File: src/rtl/aux_i2c_bridge.sv
module aux_i2c_bridge #(
  parameter int ADDR_W  = 20,
  parameter int MAX_LEN = 16,
  parameter int LEN_W   = $clog2(MAX_LEN + 1)
) (
  input  logic                 clk,
  input  logic                 rst_n,
  input  logic                 req_valid,
  output logic                 req_ready,
  input  logic [3:0]           req_cmd,
  input  logic [ADDR_W-1:0]    req_addr,
  input  logic [LEN_W-1:0]     req_len,
  input  logic [8*MAX_LEN-1:0] req_data,
  output logic                 rsp_valid,
  input  logic                 rsp_ready,
  output logic [1:0]           rsp_code,
  output logic [8*MAX_LEN-1:0] rsp_data,
  output logic                 reg_valid,
  output logic                 reg_write,
  output logic [ADDR_W-1:0]    reg_addr,
  output logic [7:0]           reg_wdata,
  input  logic                 reg_done,
  input  logic                 reg_err,
  input  logic [7:0]           reg_rdata,
  output logic                 i2c_valid,
  output logic [2:0]           i2c_op,
  output logic [6:0]           i2c_addr,
  output logic [7:0]           i2c_wdata,
  input  logic                 i2c_done,
  input  logic                 i2c_ack,
  input  logic [7:0]           i2c_rdata,
  input  logic                 i2c_busy
);
  localparam int IW = $clog2(MAX_LEN);
  localparam logic [1:0] RC_ACK = 2'd0, RC_NACK = 2'd1, RC_I2CNACK = 2'd2;
  localparam logic [2:0] OP_SW = 3'd0, OP_SR = 3'd1, OP_TX = 3'd2, OP_RX = 3'd3, OP_STOP = 3'd4;

  typedef enum logic [2:0] {S_IDLE, S_NAT, S_PRESTOP, S_START, S_DATA, S_POSTSTOP, S_RESP} state_t;

  state_t            state;
  logic [3:0]        cmd_q, last_cmd;
  logic [ADDR_W-1:0] addr_q;
  logic [LEN_W-1:0]  len_q, idx;
  logic [1:0]        code_q;
  logic [6:0]        last_addr;
  logic [7:0]        buf_q [MAX_LEN];

  wire in_ok   = (req_cmd[1] == 1'b0) && (req_cmd[3] || !req_cmd[2]) && (req_len <= LEN_W'(MAX_LEN));
  wire in_same = (req_addr[6:0] == last_addr) && (req_cmd == last_cmd);
  wire is_rd   = cmd_q[0];
  wire is_mot  = cmd_q[2];
  wire at_last = (idx == len_q - LEN_W'(1));
  wire [IW-1:0] bi = idx[IW-1:0];

  always_ff @(posedge clk) begin
    if (!rst_n) begin
      state     <= S_IDLE;
      cmd_q     <= '0;
      addr_q    <= '0;
      len_q     <= '0;
      idx       <= '0;
      code_q    <= RC_ACK;
      last_cmd  <= '0;
      last_addr <= '0;
      for (int i = 0; i < MAX_LEN; i++) buf_q[i] <= '0;
    end else begin
      case (state)
        S_IDLE: if (req_valid) begin
          cmd_q  <= req_cmd;
          addr_q <= req_addr;
          len_q  <= req_len;
          idx    <= '0;
          code_q <= RC_ACK;
          for (int i = 0; i < MAX_LEN; i++) buf_q[i] <= req_data[8*i +: 8];
          if (!in_ok) begin
            code_q <= RC_NACK;
            state  <= S_RESP;
          end else if (!req_cmd[3])
            state <= (req_len == '0) ? S_RESP : S_NAT;
          else if (!req_cmd[2] || !i2c_busy)
            state <= i2c_busy ? S_PRESTOP : S_START;
          else if (!in_same)
            state <= S_PRESTOP;
          else
            state <= (req_len == '0) ? S_RESP : S_DATA;
        end
        S_NAT: if (reg_done) begin
          if (reg_err) begin
            code_q <= RC_NACK;
            state  <= S_RESP;
          end else begin
            if (is_rd) buf_q[bi] <= reg_rdata;
            if (at_last) state <= S_RESP;
            else idx <= idx + LEN_W'(1);
          end
        end
        S_PRESTOP: if (i2c_done) state <= S_START;
        S_START: if (i2c_done) begin
          if (!i2c_ack) begin
            code_q <= RC_I2CNACK;
            state  <= S_RESP;
          end else begin
            if (is_mot) begin
              last_cmd  <= cmd_q;
              last_addr <= addr_q[6:0];
            end
            if (len_q == '0) state <= is_mot ? S_RESP : S_POSTSTOP;
            else state <= S_DATA;
          end
        end
        S_DATA: if (i2c_done) begin
          if (!is_rd && !i2c_ack) begin
            code_q <= RC_I2CNACK;
            state  <= S_POSTSTOP;
          end else begin
            if (is_rd) buf_q[bi] <= i2c_rdata;
            if (at_last) state <= is_mot ? S_RESP : S_POSTSTOP;
            else idx <= idx + LEN_W'(1);
          end
        end
        S_POSTSTOP: if (i2c_done) state <= S_RESP;
        S_RESP: if (rsp_ready) state <= S_IDLE;
        default: state <= S_IDLE;
      endcase
    end
  end

  assign req_ready = (state == S_IDLE);
  assign rsp_valid = (state == S_RESP);
  assign rsp_code  = code_q;
  for (genvar g = 0; g < MAX_LEN; g++) begin : g_rsp
    assign rsp_data[8*g +: 8] = buf_q[g];
  end

  assign reg_valid = (state == S_NAT);
  assign reg_write = !is_rd;
  assign reg_addr  = addr_q + ADDR_W'(idx);
  assign reg_wdata = buf_q[bi];

  assign i2c_valid = (state == S_PRESTOP) || (state == S_START) || (state == S_DATA) || (state == S_POSTSTOP);
  assign i2c_addr  = addr_q[6:0];
  assign i2c_wdata = buf_q[bi];
  always_comb begin
    case (state)
      S_START: i2c_op = is_rd ? OP_SR : OP_SW;
      S_DATA:  i2c_op = is_rd ? OP_RX : OP_TX;
      default: i2c_op = OP_STOP;
    endcase
  end

  assert_reg_hold_R12: assert property (@(posedge clk) disable iff (!rst_n)
    reg_valid && !reg_done |=> reg_valid && $stable(reg_addr) && $stable(reg_write) && $stable(reg_wdata));
  assert_i2c_hold_R12: assert property (@(posedge clk) disable iff (!rst_n)
    i2c_valid && !i2c_done |=> i2c_valid && $stable(i2c_op) && $stable(i2c_addr) && $stable(i2c_wdata));
  assert_rsp_hold_R1: assert property (@(posedge clk) disable iff (!rst_n)
    rsp_valid && !rsp_ready |=> rsp_valid && $stable(rsp_code));
  assert_one_req_R1: assert property (@(posedge clk) disable iff (!rst_n)
    req_valid && req_ready |=> !req_ready);
  assert_bad_cmd_nack_R11: assert property (@(posedge clk) disable iff (!rst_n)
    req_valid && req_ready && !in_ok |=> rsp_valid && rsp_code == RC_NACK);
  assert_nat_err_nack_R3: assert property (@(posedge clk) disable iff (!rst_n)
    reg_valid && reg_done && reg_err |=> rsp_valid && rsp_code == RC_NACK);
  assert_start_nack_R5: assert property (@(posedge clk) disable iff (!rst_n)
    i2c_valid && i2c_done && !i2c_ack && (i2c_op == OP_SW || i2c_op == OP_SR) |=> rsp_valid && rsp_code == RC_I2CNACK);
  assert_tx_nack_stop_R10: assert property (@(posedge clk) disable iff (!rst_n)
    i2c_valid && i2c_done && !i2c_ack && i2c_op == OP_TX |=> i2c_valid && i2c_op == OP_STOP);
endmodule

File: config.mk
export PLATFORM = sky130hd
export DESIGN_NAME = aux_i2c_bridge
export DESIGN_NICKNAME = d
export VERILOG_FILES = /design/src/rtl/aux_i2c_bridge.sv
export SDC_FILE = /design/constraint.sdc
export NUM_CORES = 1
export LEC_CHECK = 0
export BUFFER_PORTS_ARGS = -buffer_cell sky130_fd_sc_hd__buf_2
export CORE_AREA = 2 2 139 141
export CTS_BUF_LIST = sky130_fd_sc_hd__clkbuf_4
export DETAILED_ROUTE_END_ITERATION = 8
export DIE_AREA = 0 0 141 143
export GPL_TIMING_DRIVEN = 0
export PLACE_DENSITY = 0.83
export SETUP_SLACK_MARGIN = 0.02
export SLEW_MARGIN = 20
export SYNTH_ARGS = -nofsm -noshare
export SYNTH_HDL_FRONTEND = slang
export SYNTH_SLANG_ARGS = --single-unit
File: constraint.sdc
create_clock -name clk -period 5.3 [get_ports clk]
set_clock_uncertainty 0.1 [all_clocks]
set_input_delay 0.795 -clock clk [delete_from_list [all_inputs] [get_ports clk]]
set_output_delay 0.795 -clock clk [all_outputs]
set_load 0.02 [all_outputs]
Word-level counts from Yosys, hierarchy flattened
Memory sizes are Yosys's and may differ from the RTL's. A register that Yosys moved wholly into a read port is not among the register bits.
Cells that the tools add are included.

word-level totals
  bits in registers = 50
  memory bits (writable) = 128
  bits of input ports = 182
  output and inout port bits = 181
  logic and storage cells = 157
  memories kept = 1

memory list
  memory  words  width  read ports  clocked after memory_dff  wr ports  RTL line  text
  buf_q   16     8      17          1                         16        46        logic [7:0] buf_q [MAX_LEN];

operators by class
  add/subtract/negate cells = 3
  magnitude comparators = 1
  eq/ne operators = 23
  muxes and demuxes = 79
  bitwise operators = 18
  reductions and logical operators = 24

operator list
  cell                   count
  $mux W8                18
  $mux W3                16
  $mux W5                6
  $mux W2                11
  $mux W1                21
  $pmux W3 S7            1
  $add A20 B5 Y20        1
  $ne A2 B2 Y1 const B   9
  $or A1 B1 Y1           17
  $pmux W5 S3            1
  $mux W4                3
  $logic_not A5 Y1       2
  $eq A3 B3 Y1 const B   3
  $reduce_and A9 Y1      1
  $pmux W2 S4            1
  $reduce_and A8 Y1      1
  $reduce_or A8 Y1       1
  $eq A7 B7 Y1           1
  $eq A3 B2 Y1 const B   2
  $ne A2 B1 Y1 const B   3
  $pmux W3 S2            1
  $reduce_and A6 Y1      1
  $add A5 B1 Y5 const B  1
  $eq A5 B5 Y1           1
  15 further kinds       25

Depth between registers and ports, before layout
Gate-level depths: netlist of run 1.

  depth after elaboration = 10
  gate-level depth with buffers = 9

Worst setup path before layout of run 1
Ideal clock, no wire load.

  kind = register to output
  from = reg idx[0]
  to = out reg_addr[10]
  arrival = 2.247 ns
  data required time = 4.405 ns
  path slack = 2.158 ns
  cell stages (with the launch flop) = 10
  path buffers = 0
  path through = dfxtp_1 -> ha_1 -> inv_1 -> fa_1 -> nor2b_1 -> o21a_1 -> o21ai_0 -> a21oi_1 -> nand4_1 -> xnor2_1

on the way
  word-level cells in the longest chain between the ends = 1

RTL lines
  what                    RTL line  text
  start, declared         43        logic [LEN_W-1:0] len_q, idx;
  start signal, assigned  94        else idx <= idx + LEN_W'(1);
  start signal, assigned  118       else idx <= idx + LEN_W'(1);
  $add A20 B5 Y20         137       assign reg_addr = addr_q + ADDR_W'(idx);
  end, declared           20        output logic [ADDR_W-1:0] reg_addr,

Every way passes these cells.

Final worst setup path of run 1
  from = reg idx[0]
  to = out reg_addr[16]

The elaborated chain is that of the path after synthesis.

==> impl_metrics.py, run 1 <==
metrics = {
    "drt": {
        "dr.pass1.iters": 5,
        "wl_per_cell_um": 22.7,
        "vias": 8769,
        "vias_per_cell": 5.94,
        "drc": 0,
        "wirelength_mm": 33.5,
        "drtIter0Drc": 748,
        "drtAntennaViolNets": 0,
    },
    "critical_path": {
        "critical_path_arrival_ps": 3350,
        "worstReg2RegStart": "state[0]",
        "cp-end-kind": "output port",
        "required_ps": 4410,
        "criticalPathCategory": "flop to output port",
        "startpoint_type": "flop",
        "cp_max_fo": 7,
        "r2r_cells": 7,
        "startpoint": "idx[0]",
    },
    "floorplanning": {
        "start_util_pct": 51.6,
        "io_pins": 363,
        "die_height_um": 143,
        "placementRows": 50,
        "die_width_um": 141,
        "die_area_sq_um": 20200,
        "core_sq_um": 18600,
    },
    "clocking": {
        "clk_path_buf_depth": 2,
        "cts_tree": "built",
        "cts_buffers": 17,
        "ctsHtreeMaxLevel": 4,
        "numClockSinks": 182,
        "cts_resized": 0,
        "clk_pin_slew_ps": 180,
        "postCtsSetupRepairBufs": 0,
        "cts-root-buf": "clkbuf_4",
        "hold_buffers": 0,
        "clk_latency_ps": 620,
    },
    "synth": {
        "synth_cell_type_count": 62,
        "ys_seq_elements": 182,
        "synth_warnings": 0,
        "synth_edf_count": 128,
        "ys_seq_area_share_pct": 51.4,
        "synth_area_sq_um": 9580,
        "synthAdderAreaFrac_pct": 1.51,
        "synth_top_family_by_area": "multiplexers",
        "syn_nets": 1037,
        "synthMuxAreaShare_pct": 16.4,
        "synthXorXnorAreaFrac_pct": 3.29,
        "syn_avg_cell_area_sq_um": 11.4,
        "synth_cells": 844,
        "postSynth.topFlopCell": "edfxtp_1",
        "async_reset_ff_share_pct": 0,
        "synth_simple_gate_area_share_pct": 12.7,
        "synth_compound_area_share_pct": 10.1,
    },
    "place": {
        "port_buffers": 361,
        "dpl.hpwl_mm": 26.6,
        "gp_congestion": 0.962,
        "placed_area_sq_um": 11700,
    },
    "timing": {
        "fin_setup_tns_ps": 0,
        "rsz0062_at_grt": "false",
        "drv_slew": 0,
        "worst_pin_slew_ps": 780,
        "post-route-min-period_ps": 4240,
        "fmax_mhz": 236,
        "whs_ps": 277,
        "period_share_pct": 80.0,
        "finalHoldViolCount": 0,
        "maxSlewHeadroom_pct": 46.5,
        "setup_viol": 0,
    },
    "worst_hold_path": {
        "holdCritStartpoint": "req_addr[19]",
        "holdCritPathClass": "input pin to flop",
        "hold_path_depth": 2,
    },
    "global_routing": {
        "grt_usage_pct": 32.7,
        "antenna_found_initial": 2,
        "grt_max_degree": 20,
        "gr-total-overflow": 0,
        "grt_pass1_wl_mm": 48.6,
        "grt_pass1_vias": 8437,
    },
    "pwr": {
        "powerDensity_nw_per_um2": 414,
        "finalPower_w": 0.00497,
        "p_leak_nw": 5.41,
        "vdd_drop_max_uv": 252,
    },
    "final_layout": {
        "finalNetCount": 1417,
        "stdcell_area_sq_um": 12000,
        "syn_to_final_growth_pct": 25.3,
        "layout-drive-gt1-share_pct": 38.9,
        "fin_util_pct": 64.6,
    },
    "outcome": {
        "status": "complete, no violations",
    },
    "run": {
        "cap_violations": 0,
    },
}
## layout by cell type (no fill, tap or decap), types with 5 or more instances in the layout
master,instances
a21oi_1,11
a22o_1,25
buf_2,370
buf_4,17
buf_6,5
clkbuf_1,33
clkbuf_4,17
dfxtp_1,54
diode_2,5
edfxtp_1,128
ha_1,10
inv_1,14
inv_8,6
mux2i_1,67
mux4_2,40
nand2_1,176
nand3_1,10
nand4_1,6
nor2_1,33
nor2b_1,9
nor3_1,11
o21ai_0,91
xnor2_1,32
## cell type report
cell class / count / area [sq um]
Timing Repair Buffer: 361 / 1810
Sequential cell: 182 / 4920
Tap cell: 234 / 293
Antenna cell: 5 / 12.5
Buffer: 67 / 380
Multi-Input combinational cell: 580 / 4220
Inverter: 15 / 56.3
Clock inverter: 15 / 181
Fill cell: 1475 / 6580
Clock buffer: 17 / 128
## worst max-delay path, cell delays in order, from the launching register on
cell,delay (ps)
dfxtp_1,550
ha_1,240
inv_1,50
fa_1,400
nor2b_1,120
o21a_1,140
o21ai_0,100
a21oi_1,540
nand3_1,190
xnor2_1,220
buf_2,200
## sequential cells by signal (all words and copies together), names as in the netlist, named ones only
| register | flops |
|---|---|
| addr_q | 20 |
| last_addr | 7 |
| buf_q | 128 |
| len_q | 5 |
| rsp_code | 2 |
| idx | 5 |
| state | 3 |
| last_cmd | 4 |
| cmd_q | 4 |
## cells in the mapped netlist, drive strengths merged, types with 2 or more instances
library cell	instances	share of area, %
xor2	4	0.37
nand2b	4	0.26
clkbuf	33	1.3
or4	2	0.16
inv	15	0.59
o31a	2	0.18
nand3	12	0.73
nand2	178	7.0
mux2i	67	7.0
nand4	6	0.39
nor2b	13	1.1
nor3	12	0.68
o21ai	91	4.8
a22o	25	2.3
and4	2	0.21
ha	10	1.3
a311oi	2	0.25
buf	34	2.7
nor2	34	1.4
o21a	3	0.24
dfxtp	54	11
a211oi	3	0.29
mux4	40	9.4
and3	3	0.20
a21o	2	0.16
edfxtp	128	40
o32ai	2	0.18
a21oi	11	0.57
xnor2	32	2.9
nor3b	3	0.29
## layer usage
| metal | share of wire (%) | global-route usage (%) | vias to the layer above | wire length (um) |
|---|---|---|---|---|
| met5 | 0.039 | 0 | - | 13 |
| met3 | 10 | 7.14 | 141 | 3450 |
| met4 | 6.5 | 18.7 | 2 | 2200 |
| met1 | 34 | 39.0 | 4114 | 11600 |
| met2 | 49 | 55.0 | 668 | 16300 |
| li1 | - | - | 3844 | - |
## stage by stage
stage | setup slack [ps] | instances
4_1_cts | 1080 | 1471
2_1_floorplan | 2160 | 844
5_1_grt | 914 | 1471
6_report | 1060 | 1476
3_5_place_dp | 1740 | 1439
3_3_place_gp | 1720 | 1439
## kinds of logic (layout without fill, tap and decap cells)
| group | Yosys count | count (layout) |
|---|---|---|
| AOI/OAI and AO/OA | 153 | 153 |
| xor gates and xnor gates | 36 | 36 |
| adders and majority gates | 11 | 11 |
| buffers and inverters | 82 | 475 |
| DFF | 182 | 182 |
| muxes | 107 | 107 |
| other | 0 | 5 |
| and+or+nand+nor | 273 | 273 |
## path summary, 6_finish.rpt
kind / end / slack (ps)
setup reg to reg: buf_q[14][6] / 2210
hold / removal: addr_q[19] / 280
setup / recovery: reg_addr[16] / 1060
hold reg to reg: last_cmd[2] / 400
## report_power, final
| group | internal [W] | switching [W] | leakage (nW) |
|---|---|---|---|
| logic | 0.000774 | 0.00129 | 3.45 |
| clock network | 0.000263 | 0.000563 | 0.164 |
| registers | 0.00186 | 0.000216 | 1.79 |
| total | 0.00290 | 0.00207 | 5.41 |
Power figures use the tool's default switching activity.
==> run 2, diff against run 1 <==
--- a/config.mk
+++ b/config.mk
@@ -6,12 +6,12 @@
 export NUM_CORES = 1
 export LEC_CHECK = 0
 export BUFFER_PORTS_ARGS = -buffer_cell sky130_fd_sc_hd__buf_2
-export CORE_AREA = 2 2 139 141
+export CORE_MARGIN = 2
+export CORE_UTILIZATION = 46
 export CTS_BUF_LIST = sky130_fd_sc_hd__clkbuf_4
 export DETAILED_ROUTE_END_ITERATION = 8
-export DIE_AREA = 0 0 141 143
 export GPL_TIMING_DRIVEN = 0
-export PLACE_DENSITY = 0.83
+export PLACE_DENSITY = 0.79
 export SETUP_SLACK_MARGIN = 0.02
 export SLEW_MARGIN = 20
 export SYNTH_ARGS = -nofsm -noshare
==> constraint.sdc (replaced) <==
create_clock -name clk -period 3.55 [get_ports clk]
set_clock_uncertainty 0.1 [all_clocks]
set_input_delay 0.5325 -clock clk [delete_from_list [all_inputs] [get_ports clk]]
set_output_delay 0.5325 -clock clk [all_outputs]
set_load 0.02 [all_outputs]
==> impl_metrics.py, run 2 (same netlist as run 1, synthesis figures left out) <==
metrics = {
    "outcome": {
        "status": "complete, no violations",
    },
    "global_routing": {
        "grt_pass1_vias": 8212,
        "grt_pass1_wl_mm": 48.5,
        "grt_max_degree": 21,
        "gr-total-overflow": 0,
        "antenna_found_initial": 4,
        "grt_usage_pct": 29.9,
    },
    "worst_hold_path": {
        "holdCritPathClass": "input pin to flop",
        "hold_path_depth": 2,
    },
    "critical_path": {
        "criticalPathCategory": "flop to output port",
        "cp_max_fo": 10,
        "r2r_cells": 7,
        "critical_path_arrival_ps": 2800,
        "startpoint_type": "flop",
        "required_ps": 2920,
        "cp-end-kind": "output port",
    },
    "drt": {
        "drtIter0Drc": 610,
        "dr_wl_met2_mm": 16.8,
        "drtAntennaViolNets": 0,
        "wl_per_cell_um": 22.2,
        "wirelength_mm": 33.7,
        "m1WireLength_mm": 12.0,
        "drc": 0,
        "top_layer_used": "met5",
        "vias": 8600,
        "vias_per_cell": 5.67,
        "dr_wl_met3_mm": 3.20,
        "dr.pass1.iters": 5,
    },
    "final_layout": {
        "syn_to_final_growth_pct": 27.0,
        "top_regs": "buf_q: 128 flops, addr_q: 20 flops, last_addr: 7 flops",
        "num-fill-cells": 1708,
        "final_cell_mix": "buf_2, nand2_1, edfxtp_1",
        "largest_reg_flops": 128,
        "multi_input_area_sq_um": 4240,
        "regArea_sq_um": 4940,
        "layout-drive-gt1-share_pct": 40.1,
        "largest_register": "buf_q",
        "final_common_cell": "buf_2",
        "finalNetCount": 1423,
    },
    "timing": {
        "setup_viol": 0,
        "fin_setup_tns_ps": 0,
        "worst_pin_slew_ps": 712,
        "drv_slew": 0,
        "post-route-min-period_ps": 3430,
        "whs_ps": 58.2,
        "maxSlewHeadroom_pct": 51.1,
        "fmax_mhz": 291,
        "period_share_pct": 96.6,
        "rsz0062_at_grt": "true",
        "finalHoldViolCount": 0,
    },
    "floorplanning": {
        "die_width_um": 148,
        "io_pins": 363,
        "die_height_um": 148,
        "core_sq_um": 20400,
        "die_area_sq_um": 22000,
        "placementRows": 52,
        "start_util_pct": 47.1,
    },
    "pwr": {
        "powerDensity_nw_per_um2": 616,
        "vdd_drop_max_uv": 418,
        "p_leak_nw": 5.47,
    },
    "place": {
        "gp_congestion": 0.962,
        "dpl.hpwl_mm": 26.5,
        "port_buffers": 361,
    },
    "clocking": {
        "cts-root-buf": "clkbuf_4",
        "clk_path_buf_depth": 2,
        "clk_pin_slew_ps": 180,
        "numClockSinks": 182,
        "cts_buffers": 17,
        "cts_tree": "built",
        "clk_latency_ps": 590,
        "ctsHtreeMaxLevel": 4,
    },
    "run": {
        "cap_violations": 0,
    },
}
[run 2: routing by layer]
metal,up-vias,track usage [%]
met2,576,51.7
met1,4060,35.4
met5,-,0
met4,2,14.0
met3,95,6.93
li1,3867,-
[run 2: final timing paths]
kind                       end    startpoint  slack (ps)
setup / recovery  reg_wdata[6]          flop         120
setup reg to reg  buf_q[13][6]      state[0]         440
hold reg to reg    last_cmd[2]   last_cmd[2]         400
hold / removal      addr_q[17]  req_addr[17]          60
[run 2: area by class of cell]
class / instances / share of cell area [%]
multi-input combinational: 580 / 34.9
sequential: 182 / 40.6
buffer: 66 / 3.19
tap: 270 / 2.78
inverter: 15 / 0.463
timing repair buffer: 368 / 15.4
clock inverter: 15 / 1.67
antenna: 3 / 0.0617
clock buffer: 17 / 1.05
[run 2: power breakdown]
| group | switching, W | internal, W | total, W |
|---|---|---|---|
| Combinational | 0.00192 | 0.00118 | 0.00310 |
| Sequential | 0.000334 | 0.00278 | 0.00312 |
| Clock | 0.000874 | 0.000408 | 0.00128 |
| Total | 0.00313 | 0.00437 | 0.00750 |
[run 2: per-stage QoR]
| stage | power, W | worst slack, ps | instances | utilization (%) | cell area, sq um |
|---|---|---|---|---|---|
| global placement | 0.00614 | 338 | 1475 | 57.6 | 11700 |
| detailed placement | 0.00620 | 248 | 1475 | 57.6 | 11700 |
| global route | 0.00782 | 5.99 | 1514 | 59.7 | 12200 |
| CTS | 0.00746 | 33.7 | 1507 | 59.3 | 12100 |
| finish | 0.00750 | 119 | 1516 | 59.8 | 12200 |
| floorplan | 0.00502 | 670 | 844 | - | 9580 |
[run 2: worst max-delay path, cell delays in order (launching register included)]
cell and delay (ps):
dfxtp_2 460, buf_4 300, mux4_2 620, mux4_2 520, buf_4 150, buf_2 150
[run 2: repair_timing]
action                                 in CTS  in global routing
resized for setup                          12                 10
hold buffers                                0                  1
buffers inserted                            1                  5
endpoints found under the hold margin       0                  1
setup endpoints to repair                  22                  6
pin swaps                                   1                  6
==> run 3, diff against run 2 <==
--- a/config.mk
+++ b/config.mk
@@ -11,7 +11,7 @@
 export CTS_BUF_LIST = sky130_fd_sc_hd__clkbuf_4
 export DETAILED_ROUTE_END_ITERATION = 8
 export GPL_TIMING_DRIVEN = 0
-export PLACE_DENSITY = 0.79
+export PLACE_DENSITY_LB_ADDON = 0.25
 export SETUP_SLACK_MARGIN = 0.02
 export SLEW_MARGIN = 20
 export SYNTH_ARGS = -nofsm -noshare
==> impl_metrics.py, run 3 (same netlist as run 1, synthesis figures left out) <==
metrics = {
    "outcome": {
        "status": "complete, no violations",
    },
    "timing": {
        "fin_setup_tns_ps": 0,
        "drv_slew": 0,
        "fmax_mhz": 293,
        "setup_viol": 0,
        "finalHoldViolCount": 0,
        "maxSlewHeadroom_pct": 44.1,
        "period_share_pct": 96.3,
        "worst_pin_slew_ps": 815,
        "rsz0062_at_grt": "false",
        "post-route-min-period_ps": 3420,
    },
    "drt": {
        "dr.pass1.iters": 5,
        "drc": 0,
        "wl_per_cell_um": 22.4,
        "drtAntennaViolNets": 0,
        "wirelength_mm": 33.9,
        "drtIter0Drc": 741,
        "vias_per_cell": 5.57,
        "vias": 8425,
    },
    "worst_hold_path": {
        "holdCritPathClass": "input pin to flop",
        "hold_path_depth": 2,
    },
    "pwr": {
        "finalPower_w": 0.00741,
        "powerDensity_nw_per_um2": 613,
        "p_leak_nw": 5.44,
        "vdd_drop_max_uv": 290,
    },
    "clocking": {
        "hold_buffers": 0,
        "cts-root-buf": "clkbuf_4",
        "clk_path_buf_depth": 2,
        "ctsHtreeMaxLevel": 4,
        "cts_tree": "built",
        "cts_buffers": 17,
        "numClockSinks": 182,
        "clk_latency_ps": 600,
        "clk_pin_slew_ps": 160,
    },
    "final_layout": {
        "largest_register": "buf_q",
        "top_regs": "buf_q: 128 flops, addr_q: 20 flops, last_addr: 7 flops",
        "finalNetCount": 1420,
        "largest_reg_flops": 128,
        "final_common_cell": "buf_2",
        "num-fill-cells": 1795,
        "syn_to_final_growth_pct": 26.2,
        "layout-drive-gt1-share_pct": 40.0,
        "final_cell_mix": "buf_2, nand2_1, edfxtp_1",
    },
    "global_routing": {
        "antenna_found_initial": 6,
        "grt_usage_pct": 30.1,
        "gr-total-overflow": 0,
        "grt_pass1_wl_mm": 48.3,
        "grt_max_degree": 17,
        "grt_pass1_vias": 7990,
    },
    "critical_path": {
        "critical_path_arrival_ps": 2790,
        "r2r_cells": 7,
        "required_ps": 2920,
        "cp_max_fo": 10,
        "worstReg2RegStart": "state[0]",
        "startpoint_type": "flop",
        "worstReg2RegEnd": "buf_q[11][3]",
        "endpoint": "reg_wdata[4]",
        "r2r_slack_ps": 610,
        "cp-end-kind": "output port",
        "criticalPathCategory": "flop to output port",
    },
    "floorplanning": {
        "core_sq_um": 20400,
        "io_pins": 363,
        "start_util_pct": 47.1,
        "die_height_um": 148,
        "die_width_um": 148,
        "placementRows": 52,
        "die_area_sq_um": 22000,
    },
    "place": {
        "gp_congestion": 0.903,
        "port_buffers": 361,
        "dpl.hpwl_mm": 26.4,
    },
    "run": {
        "cap_violations": 0,
    },
}
==> run 3: changes by cell type in the layout (fill, tap and decap cells not counted), sizes merged <==
| cell | previous run | this run |
|---|---|---|
| buf | 401 | 399 |
| bufinv | 1 | 2 |
| clkbuf | 49 | 51 |
| clkinv | 6 | 4 |
| clkinvlp | 0 | 3 |
| dlygate4sd3 | 1 | 0 |
| inv | 23 | 19 |
==> run 3: cell type report <==
cell class	count	area, sq um	area share [%]
Timing Repair Buffer	365	1840	15.2
Buffer	66	392	3.24
Sequential cell	182	4940	40.8
Clock buffer	19	143	1.18
Tap cell	270	338	2.79
Clock inverter	13	145	1.20
Multi-Input combinational cell	580	4240	35.0
Inverter	15	56.3	0.466
Antenna cell	3	7.51	0.0621
==> run 3: repair_timing <==
item | in CTS | in global routing
endpoints found under the setup margin | 22 | 8
hold endpoints to repair | 0 | 0
resized for setup | 12 | 9
setup buffers | 1 | 3
pin swaps | 1 | 1
==> run 3: power by group <==
part / switching (W) / leakage [nW] / internal (W)
clock network: 0.000766 / 0.152 / 0.000442
logic: 0.00190 / 3.50 / 0.00118
registers: 0.000342 / 1.80 / 0.00278
==> run 3: critical path, stage by stage, from the launching register on <==
cell and delay [ps]:
dfxtp_2 460, buf_4 300, mux4_2 600, mux4_2 540, buf_4 150, buf_2 150
==> run 3: stage by stage <==
step / worst slack, ps / instance area, sq um / hold WS [ps] / util [%] / cells
2_1_floorplan: 670 / 9580 / 341 / - / 844
3_3_place_gp: 307 / 11700 / 354 / 57.6 / 1475
3_5_place_dp: 282 / 11700 / 365 / 57.6 / 1475
4_1_cts: 36.4 / 12000 / 4.39 / 59.1 / 1507
5_1_grt: 36.0 / 12100 / 7.35 / 59.4 / 1513
6_report: 131 / 12100 / 27.7 / 59.4 / 1513
==> run 3: worst min-delay path by stage <==
stage | startpoint | endpoint | slack [ps]
after floorplan | last_cmd[2] | last_cmd[2] | 340
final | req_addr[11] | addr_q[11] | 30
after global routing | req_addr[7] | addr_q[7] | 7
after detailed placement | last_cmd[2] | last_cmd[2] | 360
after CTS | req_addr[11] | addr_q[11] | 4
after global placement | last_cmd[2] | last_cmd[2] | 350
==> run 3: routing by layer <==
metal | global-route usage (%) | vias up | part of all wire, %
li1 | - | 3837 | -
met3 | 8.31 | 74 | 9.4
met1 | 36.3 | 4052 | 37
met2 | 51.0 | 456 | 49
met5 | 0 | - | 0.12
met4 | 12.7 | 6 | 3.8
